**src/rtl/fb_rx_pkg.sv**
```systemverilog
package fb_rx_pkg;
  typedef enum logic [2:0] {
    TAG_PRE  = 3'd0,
    TAG_SD   = 3'd1,
    TAG_DATA = 3'd2,
    TAG_END  = 3'd3,
    TAG_ERR  = 3'd4
  } tag_e;

  typedef enum logic [1:0] {
    ST_HUNT = 2'd0,
    ST_PRE  = 2'd1,
    ST_PAY  = 2'd2
  } st_e;
endpackage

```
**src/rtl/fb_rx_framer.sv**
```systemverilog
module fb_rx_framer
  import fb_rx_pkg::*;
(
  input  logic       clk_i,
  input  logic       rst_ni,
  input  logic       byte_v_i,
  input  logic [2:0] tag_i,
  input  logic       timeout_i,
  output logic       receiving_o,
  output logic       push_o,
  output logic       start_o,
  output logic       arm_o
);
  st_e st_q, st_d;
  logic is_pre, is_sd, is_data;

  assign is_pre  = (tag_i == TAG_PRE);
  assign is_sd   = (tag_i == TAG_SD);
  assign is_data = (tag_i == TAG_DATA);

  always_comb begin
    st_d = st_q;
    if (byte_v_i) begin
      unique case (st_q)
        ST_HUNT: if (is_pre) st_d = ST_PRE;
        ST_PRE:  st_d = is_pre ? ST_PRE : (is_sd ? ST_PAY : ST_HUNT);
        ST_PAY:  st_d = is_data ? ST_PAY : ST_HUNT;
        default: st_d = ST_HUNT;
      endcase
    end else if (timeout_i) begin
      st_d = ST_HUNT;
    end
  end

  always_ff @(posedge clk_i or negedge rst_ni) begin
    if (!rst_ni) st_q <= ST_HUNT;
    else         st_q <= st_d;
  end

  assign receiving_o = (st_q != ST_HUNT);
  assign push_o      = byte_v_i && is_data && (st_q == ST_PAY);
  assign start_o     = byte_v_i && is_pre && (st_q == ST_HUNT);
  assign arm_o       = byte_v_i && (is_pre || st_q != ST_HUNT);

  p_rise_r2: assert property (@(posedge clk_i) disable iff (!rst_ni)
    start_o |=> receiving_o);
  p_end_r4: assert property (@(posedge clk_i) disable iff (!rst_ni)
    (byte_v_i && tag_i == TAG_END) |=> !receiving_o);
  p_err_r5: assert property (@(posedge clk_i) disable iff (!rst_ni)
    (byte_v_i && tag_i >= TAG_ERR) |=> !receiving_o);
  p_push_r3: assert property (@(posedge clk_i) disable iff (!rst_ni)
    push_o |-> receiving_o);
endmodule

```
**src/rtl/fb_gap_timer.sv**
```systemverilog
module fb_gap_timer #(
  parameter int GAP_US = 512
) (
  input  logic clk_i,
  input  logic rst_ni,
  input  logic tick_i,
  input  logic byte_i,
  input  logic arm_i,
  output logic timeout_o,
  output logic eop_o
);
  localparam int CW = (GAP_US > 1) ? $clog2(GAP_US) : 1;
  localparam logic [CW-1:0] LAST = CW'(GAP_US - 1);

  logic [CW-1:0] cnt_q;
  logic          armed_q;

  // a byte in the same cycle as a tick wins: no timeout
  assign timeout_o = tick_i && armed_q && !byte_i && (cnt_q == LAST);

  always_ff @(posedge clk_i or negedge rst_ni) begin
    if (!rst_ni) begin
      cnt_q   <= '0;
      armed_q <= 1'b0;
      eop_o   <= 1'b0;
    end else begin
      eop_o <= timeout_o;
      if (arm_i)          armed_q <= 1'b1;
      else if (timeout_o) armed_q <= 1'b0;
      if (byte_i)                    cnt_q <= '0;
      else if (tick_i && armed_q)    cnt_q <= (cnt_q == LAST) ? '0 : cnt_q + 1'b1;
    end
  end

  p_eop_single_r8: assert property (@(posedge clk_i) disable iff (!rst_ni)
    eop_o |=> !eop_o);
  p_byte_no_eop_r8: assert property (@(posedge clk_i) disable iff (!rst_ni)
    byte_i |=> !eop_o);
  p_cnt_bound_r8: assert property (@(posedge clk_i) disable iff (!rst_ni)
    cnt_q <= LAST);
endmodule

```
**src/rtl/fb_skid_byte.sv**
```systemverilog
module fb_skid_byte #(
  parameter int W = 8
) (
  input  logic         clk_i,
  input  logic         rst_ni,
  input  logic         push_i,
  input  logic [W-1:0] data_i,
  input  logic         clr_i,
  input  logic         ready_i,
  output logic         valid_o,
  output logic [W-1:0] data_o,
  output logic         ovf_o
);
  logic         full_q;
  logic [W-1:0] buf_q;
  logic         drop;

  assign drop = push_i && full_q && !ready_i;

  always_ff @(posedge clk_i or negedge rst_ni) begin
    if (!rst_ni) begin
      full_q <= 1'b0;
      buf_q  <= '0;
      ovf_o  <= 1'b0;
    end else begin
      if (push_i && !drop) begin
        full_q <= 1'b1;
        buf_q  <= data_i;
      end else if (full_q && ready_i) begin
        full_q <= 1'b0;
      end
      if (clr_i)     ovf_o <= 1'b0;
      else if (drop) ovf_o <= 1'b1;
    end
  end

  assign valid_o = full_q;
  assign data_o  = buf_q;

  p_hold_r9: assert property (@(posedge clk_i) disable iff (!rst_ni)
    (valid_o && !ready_i) |=> (valid_o && $stable(data_o)));
  p_no_overflow_r9: assert property (@(posedge clk_i) disable iff (!rst_ni)
    (push_i && valid_o && !ready_i && !clr_i) |=> ovf_o);
endmodule

```
**src/rtl/fb_rx_stripper.sv**
```systemverilog
module fb_rx_stripper #(
  parameter int GAP_US = 512,
  parameter int DW     = 8
) (
  input  logic          clk_i,
  input  logic          rst_ni,
  input  logic          us_tick_i,
  input  logic          in_valid_i,
  input  logic [2:0]    in_tag_i,
  input  logic [DW-1:0] in_byte_i,
  output logic          out_valid_o,
  output logic [DW-1:0] out_data_o,
  input  logic          out_ready_i,
  output logic          receiving_o,
  output logic          eop_o,
  output logic          overflow_o
);
  logic push, start, arm, timeout;

  fb_rx_framer u_framer (
    .clk_i       (clk_i),
    .rst_ni      (rst_ni),
    .byte_v_i    (in_valid_i),
    .tag_i       (in_tag_i),
    .timeout_i   (timeout),
    .receiving_o (receiving_o),
    .push_o      (push),
    .start_o     (start),
    .arm_o       (arm)
  );

  fb_gap_timer #(.GAP_US(GAP_US)) u_gap (
    .clk_i     (clk_i),
    .rst_ni    (rst_ni),
    .tick_i    (us_tick_i),
    .byte_i    (in_valid_i),
    .arm_i     (arm),
    .timeout_o (timeout),
    .eop_o     (eop_o)
  );

  fb_skid_byte #(.W(DW)) u_skid (
    .clk_i   (clk_i),
    .rst_ni  (rst_ni),
    .push_i  (push),
    .data_i  (in_byte_i),
    .clr_i   (start),
    .ready_i (out_ready_i),
    .valid_o (out_valid_o),
    .data_o  (out_data_o),
    .ovf_o   (overflow_o)
  );

  p_tx_block_r8: assert property (@(posedge clk_i) disable iff (!rst_ni)
    eop_o |-> !receiving_o);
endmodule

```
**config.mk**
```make
export PLATFORM = sky130hd
export DESIGN_NAME = fb_rx_stripper
export DESIGN_NICKNAME = d
export VERILOG_FILES = /design/src/rtl/fb_rx_pkg.sv /design/src/rtl/fb_rx_framer.sv /design/src/rtl/fb_gap_timer.sv /design/src/rtl/fb_skid_byte.sv /design/src/rtl/fb_rx_stripper.sv
export SDC_FILE = /design/constraint.sdc
export NUM_CORES = 1
export LEC_CHECK = 0
export ABC_AREA = 1
export BUFFER_PORTS_ARGS = -buffer_cell sky130_fd_sc_hd__buf_2
export CORE_UTILIZATION = 56
export CTS_CLUSTER_DIAMETER = 200
export DETAILED_ROUTE_END_ITERATION = 10
export GPL_TIMING_DRIVEN = 0
export PLACE_DENSITY = 0.84
export SLEW_MARGIN = 40
export SYNTH_ARGS = -nofsm -noshare
export SYNTH_HDL_FRONTEND = slang
export SYNTH_SLANG_ARGS = --single-unit
```
**constraint.sdc**
```tcl
create_clock -name clk_i -period 5.38 [get_ports clk_i]
set_input_delay 0.807 -clock clk_i [delete_from_list [all_inputs] [get_ports clk_i]]
set_output_delay 0.807 -clock clk_i [all_outputs]
set_load 0.02 [all_outputs]
```
==> qor.yml, run 1 <==
worst_setup_path:
  cp_max_fo: 4
  worst_path_max_delay_cell: "dfrtp_1"
  cp_data_arrival_time_ns: 2.16
  critPathLaunchType: "flip-flop"
  reg2reg_from: "u_gap.cnt_q[1]"
  reg2reg_depth: 11
  worst_r2r_endpoint: "u_framer.st_q[0]"
  end_kind: "flip-flop"
  cp.required_ns: 5.58
  r2r_setup_slack_ns: 3.42
  cp-endpoint: "u_framer.st_q[0]"
  timing.critical_path.cells: "ha_1, nand2_1, nor2_1, nand3_1, nor2_1, ha_1, inv_1, o21ai_0, nand2_1, nand2_1, o21ai_0"
  worst-setup-path-type: "flip-flop to flip-flop"
  cp_slowest_stage_delay_ns: 0.43
  crit_top_cell: "nand2_1"
  critPathLaunch: "u_gap.cnt_q[1]"
cts:
  cts_hold_buf: 0
  cts_resized: 0
  clock-sinks: 23
  cts_tree: "built"
  clk_pin_slew_ns: 0.12
  post_cts_buffers: 0
  numCtsBuffers: 3
  clk_latency_ns: 0.30
  cts_buffer_depth: 2
  cts_root_buf: "clkbuf_4"
  htree_num_levels: 1
drt:
  drc_errors: 0
  drt-pass1-iter-count: 4
  drtIter0Drc: 36
  ant_nets: 0
  avgViaCountPerCell: 5.09
  wl_um: 2200
  routedWlPerCell_um: 10.8
  routed-via-count: 1033
logic_synthesis:
  yosysTopAreaCell: "dfrtp_1"
  synth-seq-cells: 23
  ys_types: 21
  synth.net_count: 163
  seq_area_frac_synth_pct: 48.4
  syn_avg_cell_area_sq_um: 8.21
  synth_top_area_share_pct: 48.4
  synth_area_leaders: "dfrtp_1, nand2_1, inv_1"
  syn-cell-area_sq_um: 1190
  syn_inst: 145
  yosysWarnings: 0
sta:
  finalSetupViolations: 0
  worst_pin_slew_ns: 0.505
  relSlewSlack_pct: 66.3
  post-route-min-period_ns: 1.96
  final_hold_viol_count: 0
  drv_slew: 0
  post-route-period-util_pct: 36.4
  fmax_ghz: 0.511
  skew_ns: 0.00619
  setup_ws_ns: 3.42
  fin_setup_tns_ns: 0
  rsz0062_at_grt: "no"
placement:
  place.gp.congestion: 0.807
  port-buffer-count: 27
  dp_hpwl_um: 1670
  place_ws_ns: 3.47
power:
  p_per_area_nw_per_um2: 265
  irDropWorstVdd_mv: 0.192
  leakagePower_nw: 0.740
final_layout:
  areaGrowthSynthToFinish_pct: 16.5
  drive_gt1_share_pct: 29.0
  regArea_sq_um: 576
  antenna_cells: 0
  nFillCells: 148
  nNetsFinal: 195
  multi_input_area_sq_um: 509
floorplanning:
  initial_core_util_pct: 60.0
  die_area_sq_um: 2310
  io_pins: 28
  die_h_um: 48.1
  die_width_um: 48.1
  fp.coreArea_sq_um: 1980
  num_rows: 16
worst_hold_path:
  worstHoldPathType: "input pin to asynchronous set/reset pin"
global_routing:
  grt_pass1_vias: 879
  grt_max_degree: 24
  grt_first_pass_wirelength_um: 3390
  track_usage_pct: 21.5
  gr-total-overflow: 0
  antenna_found_initial: 0
run_status:
  status: "complete, no violations"
flow_run:
  maxCapViolations: 0
-- registers in the layout (all words and copies together) (netlist names) --
register	flops
u_skid.data_o	8
u_skid.ovf_o	1
u_gap.armed_q	1
u_framer.st_q	2
u_gap.eop_o	1
u_skid.valid_o	1
u_gap.cnt_q	9
-- cells in the final DEF (no fill, tap or decap), types with 2 or more instances in the layout --
cell,Yosys,layout
o21ai_0,9,9
dfrtp_1,23,23
o21ai_2,8,8
nand3_1,6,6
clkbuf_4,0,3
nand4_1,2,2
nand2_1,41,41
ha_1,2,2
nand2_2,4,4
nor2_4,2,2
nor2_2,2,2
o21ai_1,2,2
buf_2,0,27
nor2_1,10,10
inv_1,24,24
a21oi_1,3,3
-- area by class of cell --
cell class                      instances  share of cell area [%]
Buffer                                  1                   0.812
Multi-Input combinational cell         96                    36.7
Inverter                               25                    6.77
Tap cell                               27                    2.44
Sequential cell                        23                    41.5
Timing Repair Buffer                   27                    9.75
Clock buffer                            3                    1.62
Clock inverter                          1                   0.361
-- power breakdown --
part	leakage, nW	total (mW)	switching [mW]	internal (mW)
combinational	0.407	0.0877	0.0574	0.0303
clock	0.0177	0.0771	0.0494	0.0277
sequential	0.315	0.202	0.0122	0.190
-- worst max-delay path, delay by kind of cell (launching register included) --
| kind | cells | cell delay (ns) |
|---|---|---|
| AO/OA/AOI/OAI | 2 | 0.22 |
| adder cells (fa/ha/maj) | 2 | 0.41 |
| buffers and inverters | 1 | 0.06 |
| flip-flops | 1 | 0.43 |
| AND/OR/NAND/NOR | 6 | 0.72 |
-- cell usage after synthesis --
cell type / instances
ha_1: 2
nand4_1: 2
nor2_2: 2
o21ai_1: 2
nand3_4: 1
buf_6: 1
nor2_4: 2
dfrtp_1: 23
xnor2_1: 1
nor2_1: 10
nand3_1: 6
nor3_1: 1
o21ai_2: 8
inv_2: 1
inv_1: 24
nand2_2: 4
a21oi_1: 3
o21ai_0: 9
nand2_1: 41
nand2_4: 1
nand3b_1: 1
-- metal layers --
metal	share of wire, %	vias to the layer above	GRT usage [%]
met2	50	37	36.2
li1	-	514	-
met4	1.1	0	7.78
met1	44	478	27.3
met5	0	-	0
met3	4.4	4	4.44
-- per-stage QoR --
stage	cells	util, %	power, mW	hold slack (ns)	cell area [sq um]
after floorplan	145	-	0.263	0.453	1190
after global placement	199	68.6	0.290	0.461	1360
after detailed placement	199	68.6	0.294	0.471	1360
after CTS	203	69.9	0.370	0.467	1390
after global routing	203	69.9	0.390	0.469	1390
final	203	69.9	0.367	0.453	1390
-- how the worst min path moves through the flow --
stage,endpoint,cells past startpoint,start,slack (ns)
4_1_cts,u_gap.eop_o,1,rst_ni,0.47
6_report,u_gap.eop_o,1,rst_ni,0.45
3_5_place_dp,u_skid.data_o[2],2,u_skid.data_o[2],0.47
5_1_grt,u_gap.eop_o,1,rst_ni,0.47
2_1_floorplan,u_gap.armed_q,2,u_gap.armed_q,0.45
3_3_place_gp,u_skid.data_o[3],2,u_skid.data_o[3],0.46
-- kinds of logic after synthesis --
family,synth area share [%]
adders and majority gates,2.10
DFF,48.4
AOI/OAI and AO/OA,11.8
buffers and inverters,8.83
and+or+nand+nor,28.2
xor gates and xnor gates,0.736
(Power assumes the default switching activity.)
==> inputs of run 2 (changes only) <==
- ABC_AREA: 1 -> 0
- CORE_UTILIZATION: 56 -> 46
- PLACE_DENSITY: 0.84 -> 0.75
- clock period: 5.38 -> 1.6 ns (I/O delays scaled with it)
==> qor.yml, run 2 <==
floorplanning:
  die_width_um: 50.8
  die_h_um: 50.8
  die_area_sq_um: 2580
  num_rows: 17
  initial_core_util_pct: 49.0
  fp.coreArea_sq_um: 2230
  io_pins: 28
logic_synthesis:
  synth_edf_count: 0
  seq_area_frac_synth_pct: 52.6
  yosysMostFrequentCell: "dfrtp_1"
  yosysWarnings: 0
  syn-cell-area_sq_um: 1090
  yosysTopAreaCell: "dfrtp_1"
  synth-seq-cells: 23
  ys_top_cells_by_count: "dfrtp_1, nand2_1, mux2_2"
  syn_avg_cell_area_sq_um: 11.4
  synth_top_area_share_pct: 52.6
  synth.net_count: 114
  syn_inst: 96
  synth_ff_type: "dfrtp_1"
  synth_area_leaders: "dfrtp_1, mux2_2, nand2_1"
  ys_types: 30
  async_reset_ff_share_pct: 100
sta:
  skew_ns: 0.00407
  worst_pin_slew_ns: 0.518
  post-route-min-period_ns: 1.67
  post-route-period-util_pct: 105
  final_hold_viol_count: 0
  setup_ws_ns: -0.0724
  fmax_ghz: 0.598
  rsz0062_at_grt: "yes"
  relSlewSlack_pct: 65.4
  drv_slew: 0
  finalSetupViolations: 5
global_routing:
  grt_max_degree: 24
  grt_pass1_vias: 897
  antenna_found_initial: 0
  gr-total-overflow: 0
  track_usage_pct: 20.3
  grt_first_pass_wirelength_um: 3830
worst_setup_path:
  worst-setup-path-type: "flip-flop to flip-flop"
  worst_path_max_delay_cell: "dfrtp_2"
  cp_top_family: "simple AND/OR/NAND/NOR gates"
  end_kind: "flip-flop"
  critPathLaunchType: "flip-flop"
  path_buf_inv: 1
  reg2reg_from: "u_gap.cnt_q[0]"
  timing.critical_path.cells: "ha_4, nand2_4, nor3_4, ha_2, and4bb_4, buf_6, o21ai_0, a31oi_1"
  cp_slowest_stage_delay_ns: 0.45
  cp.required_ns: 1.85
  cp_data_arrival_time_ns: 1.92
  cp_max_fo: 5
  critPathLaunch: "u_gap.cnt_q[0]"
cts:
  clk_pin_slew_ns: 0.13
  htree_num_levels: 1
  clock-sinks: 23
  cts_buffer_depth: 2
  numCtsBuffers: 3
  cts_tree: "built"
  cts_root_buf: "clkbuf_4"
  clk_latency_ns: 0.31
flow_run:
  maxCapViolations: 0
drt:
  drc_errors: 0
  routedWlPerCell_um: 13.6
  wl_um: 2270
  avgViaCountPerCell: 5.38
  ant_nets: 0
  routed-via-count: 899
  drtIter0Drc: 20
  drt-pass1-iter-count: 4
placement:
  place.gp.congestion: 0.857
  port-buffer-count: 27
  dp_hpwl_um: 1540
  dp_cells: 151
  place_ws_ns: -0.257
final_layout:
  multi_input_area_sq_um: 547
  largest_reg_flops: 9
  finish.utilization_pct: 64.7
  nNetsFinal: 158
  areaGrowthSynthToFinish_pct: 32.0
  drive_gt1_share_pct: 46.8
  final_cells: 167
  regMostFlops: "u_gap.cnt_q"
  antenna_cells: 0
  nFillCells: 183
  final_cell_mix: "buf_2, dfrtp_1, nand2_1, buf_4, mux2_2"
  regArea_sq_um: 578
  final_common_cell: "buf_2"
run_status:
  status: "complete, but fails checks"
  violations: "setup timing"
power:
  p_per_area_nw_per_um2: 699
  leakagePower_nw: 0.768
  irDropWorstVdd_mv: 0.646
  power_mw: 1.01
worst_hold_path:
  worstHoldPathType: "input pin to flip-flop"
  hold_start: "in_byte_i[7]"
run 2: power breakdown:
part           switching [mW]  total, mW  internal (mW)
combinational          0.0706      0.131         0.0608
clock                   0.179      0.273         0.0934
sequential             0.0101      0.606          0.595
run 2: final cells by class:
class                   count  area share (%)
repair buffers             39            16.0
clock buffers               3            1.56
clock inverters             1           0.346
flip-flops and latches     23            40.0
inverters                   3           0.779
plain buffers               2            1.04
well taps                  28            2.42
multi-input cells          68            37.8
run 2: worst paths after layout:
| kind | slack (ns) | end | cells past startpoint |
|---|---|---|---|
| hold reg to reg | 0.52 | u_skid.data_o[0] | 1 |
| max in group asynchronous | 0.81 | u_gap.cnt_q[0] | 2 |
| setup / recovery | -0.07 | u_gap.cnt_q[5] | 8 |
| hold / removal | 0.15 | u_skid.data_o[7] | 2 |
| setup reg to reg | -0.07 | u_gap.cnt_q[5] | 8 |
| min in group asynchronous | 0.41 | u_gap.cnt_q[6] | 2 |
run 2: layer usage:
layer	vias up	GRT usage (%)	part of all wire (%)
li1	441	-	-
met1	429	24.4	43
met2	23	34.0	52
met3	6	3.64	3.0
met4	0	11.1	2.4
met5	-	0	0
run 2: what timing repair did:
item                       CTS  global route
buffers inserted             7             3
cloned                       1             0
hold endpoints to repair    23             0
setup endpoints to repair    8            10
resized for setup            6             6
hold buffers                 1             0
pin swaps                    8             6
run 2: logic make-up after synthesis:
logic type | Yosys count | share of synthesized area (%)
compound gates | 21 | 13.0
xor+xnor | 1 | 0.800
fa+ha+maj | 2 | 2.29
buf+inv | 5 | 2.40
flops | 23 | 52.6
mux | 11 | 11.1
simple gates | 33 | 17.8
run 2: metrics by stage:
stage / hold WS, ns / TNS, ns / area, sq um
final: 0.153 / -0.252 / 1450
after global routing: 0.134 / -0.663 / 1450
after CTS: 0.149 / -0.401 / 1400
after detailed placement: 0.247 / -1.64 / 1290
after global placement: 0.238 / -1.45 / 1290
after floorplan: -0.0556 / -0.455 / 1120
